[config.mk]
export PLATFORM = sky130hd
export DESIGN_NAME = dbuf_base_bank
export DESIGN_NICKNAME = d
export VERILOG_FILES = /design/src/rtl/dbuf_base_bank.sv
export SDC_FILE = /design/constraint.sdc
export NUM_CORES = 1
export LEC_CHECK = 0
export BUFFER_PORTS_ARGS = -buffer_cell sky130_fd_sc_hd__buf_4
export CAP_MARGIN = 10
export CORE_ASPECT_RATIO = 2
export CORE_MARGIN = 4
export CORE_UTILIZATION = 55
export CTS_CLUSTER_SIZE = 16
export DETAILED_ROUTE_END_ITERATION = 8
export HOLD_SLACK_MARGIN = 0.06
export PLACE_DENSITY_LB_ADDON = 0.2
export SYNTH_ARGS = -nofsm -noshare
export SYNTH_HDL_FRONTEND = slang
export SYNTH_SLANG_ARGS = --single-unit
export TNS_END_PERCENT = 30
[constraint.sdc]
create_clock -name clk -period 4.13 [get_ports clk]
set_clock_uncertainty 0.15 [all_clocks]
set_input_delay 0.2065 -clock clk [delete_from_list [all_inputs] [get_ports clk]]
set_output_delay 0.2065 -clock clk [all_outputs]
set_load 0.02 [all_outputs]
[src/rtl/dbuf_base_bank.sv]
module dbuf_base_bank #(
  parameter int NUM_REGS = 4,
  parameter int DATA_W   = 32,
  parameter int ALIGN_W  = 5,
  parameter int FLAG_POS = 16,
  localparam int SEL_W   = (NUM_REGS > 1) ? $clog2(NUM_REGS) : 1
) (
  input  logic                       clk,
  input  logic                       rst_n,
  input  logic                       wr_en,
  input  logic [SEL_W-1:0]           wr_sel,
  input  logic [DATA_W-1:0]          wr_data,
  input  logic                       field_start,
  input  logic [SEL_W-1:0]           rd_sel,
  input  logic                       rd_pending,
  output logic [DATA_W-1:0]          rd_data,
  output logic [NUM_REGS*DATA_W-1:0] active_bases,
  output logic [DATA_W-1:0]          status_word
);

  logic [DATA_W-1:0] pend_q [NUM_REGS];
  logic [DATA_W-1:0] act_q  [NUM_REGS];
  logic              stale_q;

  wire [DATA_W-1:0] wr_aligned = {wr_data[DATA_W-1:ALIGN_W], {ALIGN_W{1'b0}}};

  for (genvar i = 0; i < NUM_REGS; i++) begin : g_entry
    always_ff @(posedge clk) begin
      if (!rst_n) begin
        pend_q[i] <= '0;
        act_q[i]  <= '0;
      end else begin
        if (wr_en && wr_sel == SEL_W'(i)) pend_q[i] <= wr_aligned;
        if (field_start)                  act_q[i]  <= pend_q[i];
      end
    end
    assign active_bases[i*DATA_W +: DATA_W] = act_q[i];
  end

  always_ff @(posedge clk) begin
    if (!rst_n)           stale_q <= 1'b0;
    else if (wr_en)       stale_q <= 1'b1;
    else if (field_start) stale_q <= 1'b0;
  end

  assign status_word = {{(DATA_W-1){1'b0}}, stale_q} << FLAG_POS;
  assign rd_data     = rd_pending ? pend_q[rd_sel] : act_q[rd_sel];

endmodule


---- Word level (Yosys, flattened, before mapping) ----
Memories as Yosys holds them, arrays and structs flattened.
Index checks and enable logic that the tools add are counted.
word-level totals
  flip-flop bits (word level) ............. 1
  bits in writable memories ............... 236
  bits of input ports ..................... 41
  logic and storage cells ................. 47
  memories kept ........................... 2
memories
  memory  words  bits a word  read ports  clocked after memory_dff  wr ports  RTL line  source
  act_q   4      32           5           0                         4         22        logic [DATA_W-1:0] act_q [NUM_REGS];
  pend_q  4      27           5           0                         4         21        logic [DATA_W-1:0] pend_q [NUM_REGS];
operators by class
  equal/unequal tests ..................... 3
  muxes and demuxes ....................... 27
  bitwise operators ....................... 8
  reductions and logical operators ........ 6
operator list
  operator              number
  $mux W32              5
  $mux W27              4
  $mux W1               18
  $or A1 B1 Y1          8
  $eq A2 B2 Y1 const B  2
  $logic_and A1 B1 Y1   4
  $eq A2 B1 Y1 const B  1
  $logic_not A2 Y1      1
  $reduce_bool A2 Y1    1

---- Logic depth before layout (Yosys ltp) ----
Gate-level depths: netlist (run 1).
  word-level depth ........................ 6
  mapped depth ............................ 5

---- Worst setup path before layout (run 1) ----
Ideal clock, no wire load.
  path kind ............................... input to register
  start point ............................. input port field_start
  end point ............................... memory act_q[0][10], enable pin
  library setup time ...................... 0.486 ns
  arrival ................................. 3.072 ns
  data required time ...................... 3.494 ns
  path slack .............................. 0.422 ns
  cell stages on the path ................. 2
  cell sequence ........................... clkbuf_1 > nand2b_1
RTL lines
  what             RTL line  source
  start, declared  13        input logic field_start,
  end, declared    22

---- Worst setup path after layout (run 1) ----
  start point ............................. input port rd_sel[0]
  end point ............................... output port rd_data[10]
between the ends
  longest elaborated chain between the ends .. 2
  elaborated cells on any way between the ends .. 3
  those cells by class .................... 1 x mux; 2 x memory
ends and longest elaborated chain
  what                                                     RTL line  source
  start, declared                                          14        input logic [SEL_W-1:0] rd_sel,
  $mem_v2 Z4 W32 / $mem_v2 Z4 W27 (equally long branches)  --
  $mux W32 (*)                                             47        assign rd_data = rd_pending ? pend_q[rd_sel] : act_q[rd_sel];
  end, declared                                            16        output logic [DATA_W-1:0] rd_data,
Mark *: on every way between the ends. The rest lies on a longest branch, timed or not.

==> results.toml, run 1 <==
[critical_path]
path_class = "in2out"
critPathRequiredTime_ns = 3.77
crit_path_max_incr_delay_ns = 0.72
cpMaxStageDelayCell = "buf_4"
cp_max_fo = 54
reg2reg_slack_ns = 3.11
endpoint_kind = "primary output"
path_cells = "buf_4 > mux4_1 > mux2_2 > buf_4"
critPathTopFamily = "multiplexers"
critPathLaunchType = "primary input"
cp.arrival_ns = 2.12
crit_buf_inv = 2
crit_top_cell = "buf_4"

[global_routing]
grt_use_total = 0.238
grt_pass1_wl_mm = 39.1
grt_max_degree = 110
grt-ovfl-total = 0
grt_pass1_vias = 6686
antenna_found_initial = 0

[clocking]
insertion_delay_ns = 0.48
cts.clk_slew.worst_paths_ns = 0.07
cts_tree = "built"
cts_buffers = 19
cts_htree_levels = 1
cts_repair_resize_count = 0
clkSinkCount = 217
cts_root_buffer = "clkbuf_16"
post_cts_buffers = 0
clockBufferDepth = 3

[power]
power.density_nw_per_um2 = 419
cell_internal_pwr_mw = 3.90
clkPwrFrac = 0.334
netSwitchingFraction = 0.249
power.switching_mw = 1.29
max-vdd-ir-drop_mv = 0.361
seqPwrFrac = 0.517
combPwrFrac = 0.148
power.leakage_nw = 5.48

[run_status]
status = "complete, no violations"

[cells_and_area]
final_cells = 1037
antenna_cells = 0
area_delta_synth_final_pct = 19.7
nets = 852
drive_gt1_frac = 0.287

[floorplanning]
die_x_um = 105
core_area_um2 = 18400
die_h_um = 202
std_cell_rows = 70
ios = 233
initial_core_util = 0.563
dieArea_um2 = 21200

[drt]
drt_iter0_markers = 343
postRouteWirelength_mm = 25.5
dr.pass1.iters = 5
wl_per_cell_um = 24.6
via_per_inst = 6.00
drc = 0
num_vias = 6219
ant_nets = 0

[place]
gp_congestion = 0.789
place_hpwl_mm = 15.8
place_inst = 978
port_buffers = 171

[logic_synthesis]
syn_area_per_cell_um2 = 16.2
synth_cells = 638
yosysUniqueCellTypes = 24
synth_seq_cells = 217
ys_async_sr_fraction = 0
synth_warnings = 0
synth_edf_count = 216
syn_area_um2 = 10400
synth_flop_cell = "edfxtp_1"
seq_area_frac_synth = 0.628

[timing]
slew_viol_final = 0
fin_tns_setup_ns = 0
hold_violations = 0
min_period_ns = 2.48
max_slew.worst_pin.slew_ns = 1.23
setup_violations = 0
rsz0062_at_grt = "false"
finalCritPeriodShare = 0.600
relSlewSlack = 0.178
hold_ws_ns = 0.151
fmax_mhz = 403

[min_path]
min_path_type = "in2reg"

[job]
cap_violations = 0
area by class of cell:
cell class / count / area [um^2]
tap: 216 / 270
fill: 1288 / 6000
timing repair buffer: 205 / 1610
multi-input combinational: 367 / 3420
sequential: 217 / 6510
clock inverter: 9 / 103
clock buffer: 22 / 487
inverter: 1 / 3.75
timing repair:
item | in CTS | in global routing
hold buffers | 28 | 0
hold endpoints to repair | 109 | 0
setup endpoints to repair | 0 | 0
cell usage in the layout, fill, tap and decap left out:
cell,synthesis,final
and2_1,108,108
nand2_2,0,2
clkinvlp_4,0,1
clkinv_1,0,2
nor2b_1,1,1
inv_6,0,1
nand3b_1,1,1
clkbuf_1,37,3
conb_1,1,56
buf_4,57,177
and4bb_2,1,1
o21ai_4,0,2
clkinv_2,0,2
mux2_2,27,27
and3_1,108,108
mux4_1,54,54
and4b_1,2,2
inv_1,1,1
bufinv_16,0,2
clkinv_4,0,1
dlygate4sd3_1,0,28
nand2b_4,0,1
clkbuf_16,0,19
edfxtp_1,216,216
dfxtp_1,1,1
and4_1,1,1
nand2b_1,2,1
o21a_1,1,1
nand3_1,1,1
final timing paths:
check / to / cells past startpoint / from
hold / removal: stale_q$_SDFFE_PN0P_ / 2 / rst_n
setup reg to reg: act_q[3][11]$_SDFFCE_PN0P_ / 1 / pend_q[3][6]$_SDFFCE_PN0P_
setup / recovery: rd_data[10] / 4 / rd_sel[0]
hold reg to reg: act_q[0][24]$_SDFFCE_PN0P_ / 1 / pend_q[0][19]$_SDFFCE_PN0P_
synthesized netlist by cell type, drive strengths merged, types with 2 or more instances:
cell type,instances,share of area
edfxtp,216,0.63
nand2b,2,0.0012
and2,108,0.065
and4b,2,0.0019
mux4,54,0.14
nand2,2,0.00073
mux2,27,0.029
clkbuf,39,0.014
and3,108,0.065
o21ai,2,0.00097
buf,69,0.050
registers in the layout (all words and copies together) (netlist names):
signal	count
pend_q	108
stale_q	1
act_q	108
through the flow:
stage / setup slack, ns / power (mW) / area, um^2 / util
floorplan: 0.422 / 3.20 / 10600 / -
global route: 1.61 / 5.37 / 12400 / 0.674
finish: 1.65 / 5.19 / 12400 / 0.674
CTS: 1.64 / 5.22 / 12400 / 0.674
detailed placement: 1.59 / 3.48 / 11500 / 0.627
global placement: 1.65 / 3.45 / 11500 / 0.627
power groups by stage:
| stage | Sequential, mW | Combinational (mW) | Clock, mW |
|---|---|---|---|
| 2_1_floorplan | 2.80 | 0.401 | 0 |
| 3_3_place_gp | 2.72 | 0.736 | 0 |
| 3_5_place_dp | 2.73 | 0.754 | 0 |
| 4_1_cts | 2.69 | 0.776 | 1.76 |
| 5_1_grt | 2.70 | 0.815 | 1.85 |
| 6_report | 2.69 | 0.770 | 1.74 |
per-layer routing:
metal | part of all wire | vias up | GRT usage
li1 | - | 2698 | -
met1 | 0.36 | 3187 | 0.274
met2 | 0.55 | 278 | 0.443
met3 | 0.054 | 56 | 0.0345
met4 | 0.035 | 0 | 0.0915
met5 | 0 | - | 0
cell families (layout without fill, tap and decap cells):
group | Yosys count | after routing | share of synthesized area
flip-flops | 217 | 217 | 0.628
AO/OA/AOI/OAI | 3 | 3 | 0.00169
multiplexers | 81 | 81 | 0.166
buffers and inverters | 109 | 237 | 0.0649
other | 1 | 56 | 0.000362
AND/OR/NAND/NOR | 227 | 227 | 0.138
No activity file was read; power rests on OpenSTA's default activity.
==> inputs of run 2 (changes only) <==
--- a/config.mk
+++ b/config.mk
@@ -9,7 +9,7 @@
 export CAP_MARGIN = 10
 export CORE_ASPECT_RATIO = 2
 export CORE_MARGIN = 4
-export CORE_UTILIZATION = 55
+export CORE_UTILIZATION = 49
 export CTS_CLUSTER_SIZE = 16
 export DETAILED_ROUTE_END_ITERATION = 8
 export HOLD_SLACK_MARGIN = 0.06
==> constraint.sdc (replaced) <==
create_clock -name clk -period 2 [get_ports clk]
set_clock_uncertainty 0.15 [all_clocks]
set_input_delay 0.1 -clock clk [delete_from_list [all_inputs] [get_ports clk]]
set_output_delay 0.1 -clock clk [all_outputs]
set_load 0.02 [all_outputs]
==> results.toml, run 2 (synthesized netlist as in run 1, its figures left out) <==
[cells_and_area]
antenna_cells = 0
reg_top3 = "act_q x108, pend_q x108, stale_q x1"
final_cells = 1166
most-common-layout-cells = "buf_4, edfxtp_1, and3_1, and2_1, conb_1"
area_delta_synth_final_pct = 26.3
drive_gt1_frac = 0.397
layout_commonest_cell = "buf_4"
post-route-util = 0.625
nets = 927
fillers = 1548

[global_routing]
grt_pass1_vias = 6749
antenna_found_initial = 0
grt_pass1_wl_mm = 38.6
grt_max_degree = 76
grt_use_total = 0.209
grt-ovfl-total = 0

[floorplanning]
die_h_um = 214
ios = 233
std_cell_rows = 75
die_x_um = 111
core_area_um2 = 20900
initial_core_util = 0.495
dieArea_um2 = 23700

[place]
place_inst = 1045
port_buffers = 171
place_hpwl_mm = 16.2
place_ws_ns = 0.172
gp_congestion = 0.765

[clocking]
insertion_delay_ns = 0.49
cts_buffers = 19
cts_htree_levels = 1
clockBufferDepth = 3
clkSinkCount = 217
cts_tree = "built"
cts.clk_slew.worst_paths_ns = 0.07
cts_root_buffer = "clkbuf_16"

[critical_path]
path_class = "reg2out"
r2r_cells = 3
critPathRequiredTime_ns = 1.75
cp.arrival_ns = 1.83
critPathLaunchType = "register"
cpMaxStageDelayCell = "mux4_2"
endpoint_kind = "primary output"
crit_path_max_incr_delay_ns = 0.49
path_cells = "mux4_2 > mux2_2 > buf_4"
cp_max_fo = 2

[power]
power.switching_mw = 2.72
clkPwrFrac = 0.318
netSwitchingFraction = 0.250
seqPwrFrac = 0.507
power.density_nw_per_um2 = 832
power.leakage_nw = 5.71
cell_internal_pwr_mw = 8.16
combPwrFrac = 0.174
max-vdd-ir-drop_mv = 0.573

[job]
cap_violations = 0

[drt]
via_per_inst = 5.39
postRouteWirelength_mm = 25.3
num_vias = 6290
drt_iter0_markers = 262
dr.pass1.iters = 5
drc = 0
ant_nets = 0
wl_per_cell_um = 21.7

[timing]
max_slew.worst_pin.slew_ns = 0.719
relSlewSlack = 0.521
rsz0062_at_grt = "true"
slew_viol_final = 0
layout_setup_ws_ns = -0.0825
setup_violations = 25
fmax_mhz = 480
fin_tns_setup_ns = -0.948
finalCritPeriodShare = 1.04
min_period_ns = 2.08
hold_violations = 0

[min_path]
hold-path-cell-count = 3
min_path_type = "in2reg"

[run_status]
failed_checks = "setup timing"
status = "finished with violations"
run 2: changes by cell type in the layout (fill, tap and decap cells not counted), moves of 21 or more:
cell	before	now
mux2_2	27	6
mux2_4	0	21
buf_4	177	217
mux4_1	54	3
buf_6	0	26
mux4_2	0	51
run 2: final cells by class:
type / count / area, um^2 / area share
Sequential cell: 217 / 6510 / 0.498
Multi-Input combinational cell: 367 / 3300 / 0.253
Timing Repair Buffer: 280 / 2360 / 0.181
Clock buffer: 25 / 498 / 0.0381
Tap cell: 269 / 337 / 0.0257
Clock inverter: 7 / 61.3 / 0.00469
Inverter: 1 / 3.75 / 0.000287
run 2: final timing paths:
kind                              startpoint                          end  slack (ns)
setup / recovery  pend_q[1][2]$_SDFFCE_PN0P_                   rd_data[7]       -0.08
hold / removal                     wr_sel[0]  pend_q[2][21]$_SDFFCE_PN0P_        0.12
setup reg to reg        stale_q$_SDFFE_PN0P_         stale_q$_SDFFE_PN0P_        0.61
hold reg to reg   pend_q[3][9]$_SDFFCE_PN0P_   act_q[3][14]$_SDFFCE_PN0P_        0.42
run 2: power groups by stage:
stage / registers [mW] / clock network, mW / logic (mW)
after CTS: 5.51 / 3.52 / 1.85
final: 5.52 / 3.46 / 1.90
after floorplan: 5.76 / 0 / 0.831
after detailed placement: 5.63 / 0 / 1.60
after global placement: 5.61 / 0 / 1.58
after global routing: 5.56 / 3.68 / 2.00
run 2: metal layers:
layer,part of all wire,track usage,vias up
li1,-,-,2795
met1,0.35,0.235,3207
met2,0.57,0.407,244
met3,0.053,0.0265,44
met4,0.027,0.0685,0
met5,0,0,-
run 2: what timing repair did:
item                       CTS  global route
hold buffers                30             0
resized for setup           72            26
setup endpoints to repair   27            27
setup buffers               52             7
hold endpoints to repair   127             0
run 2: worst max-delay path: cells and delay by family, from the launching register on:
family / cells / cell delay [ns]
muxes: 2 / 0.78
DFF: 1 / 0.40
buffers and inverters: 1 / 0.16
run 2: metrics by stage:
step | power [mW] | area, um^2 | hold WS, ns
finish | 10.9 | 13100 | 0.124
CTS | 10.9 | 12900 | 0.120
global route | 11.2 | 13100 | 0.164
detailed placement | 7.23 | 11800 | 0.233
floorplan | 6.59 | 10600 | 0.0738
global placement | 7.19 | 11800 | 0.222
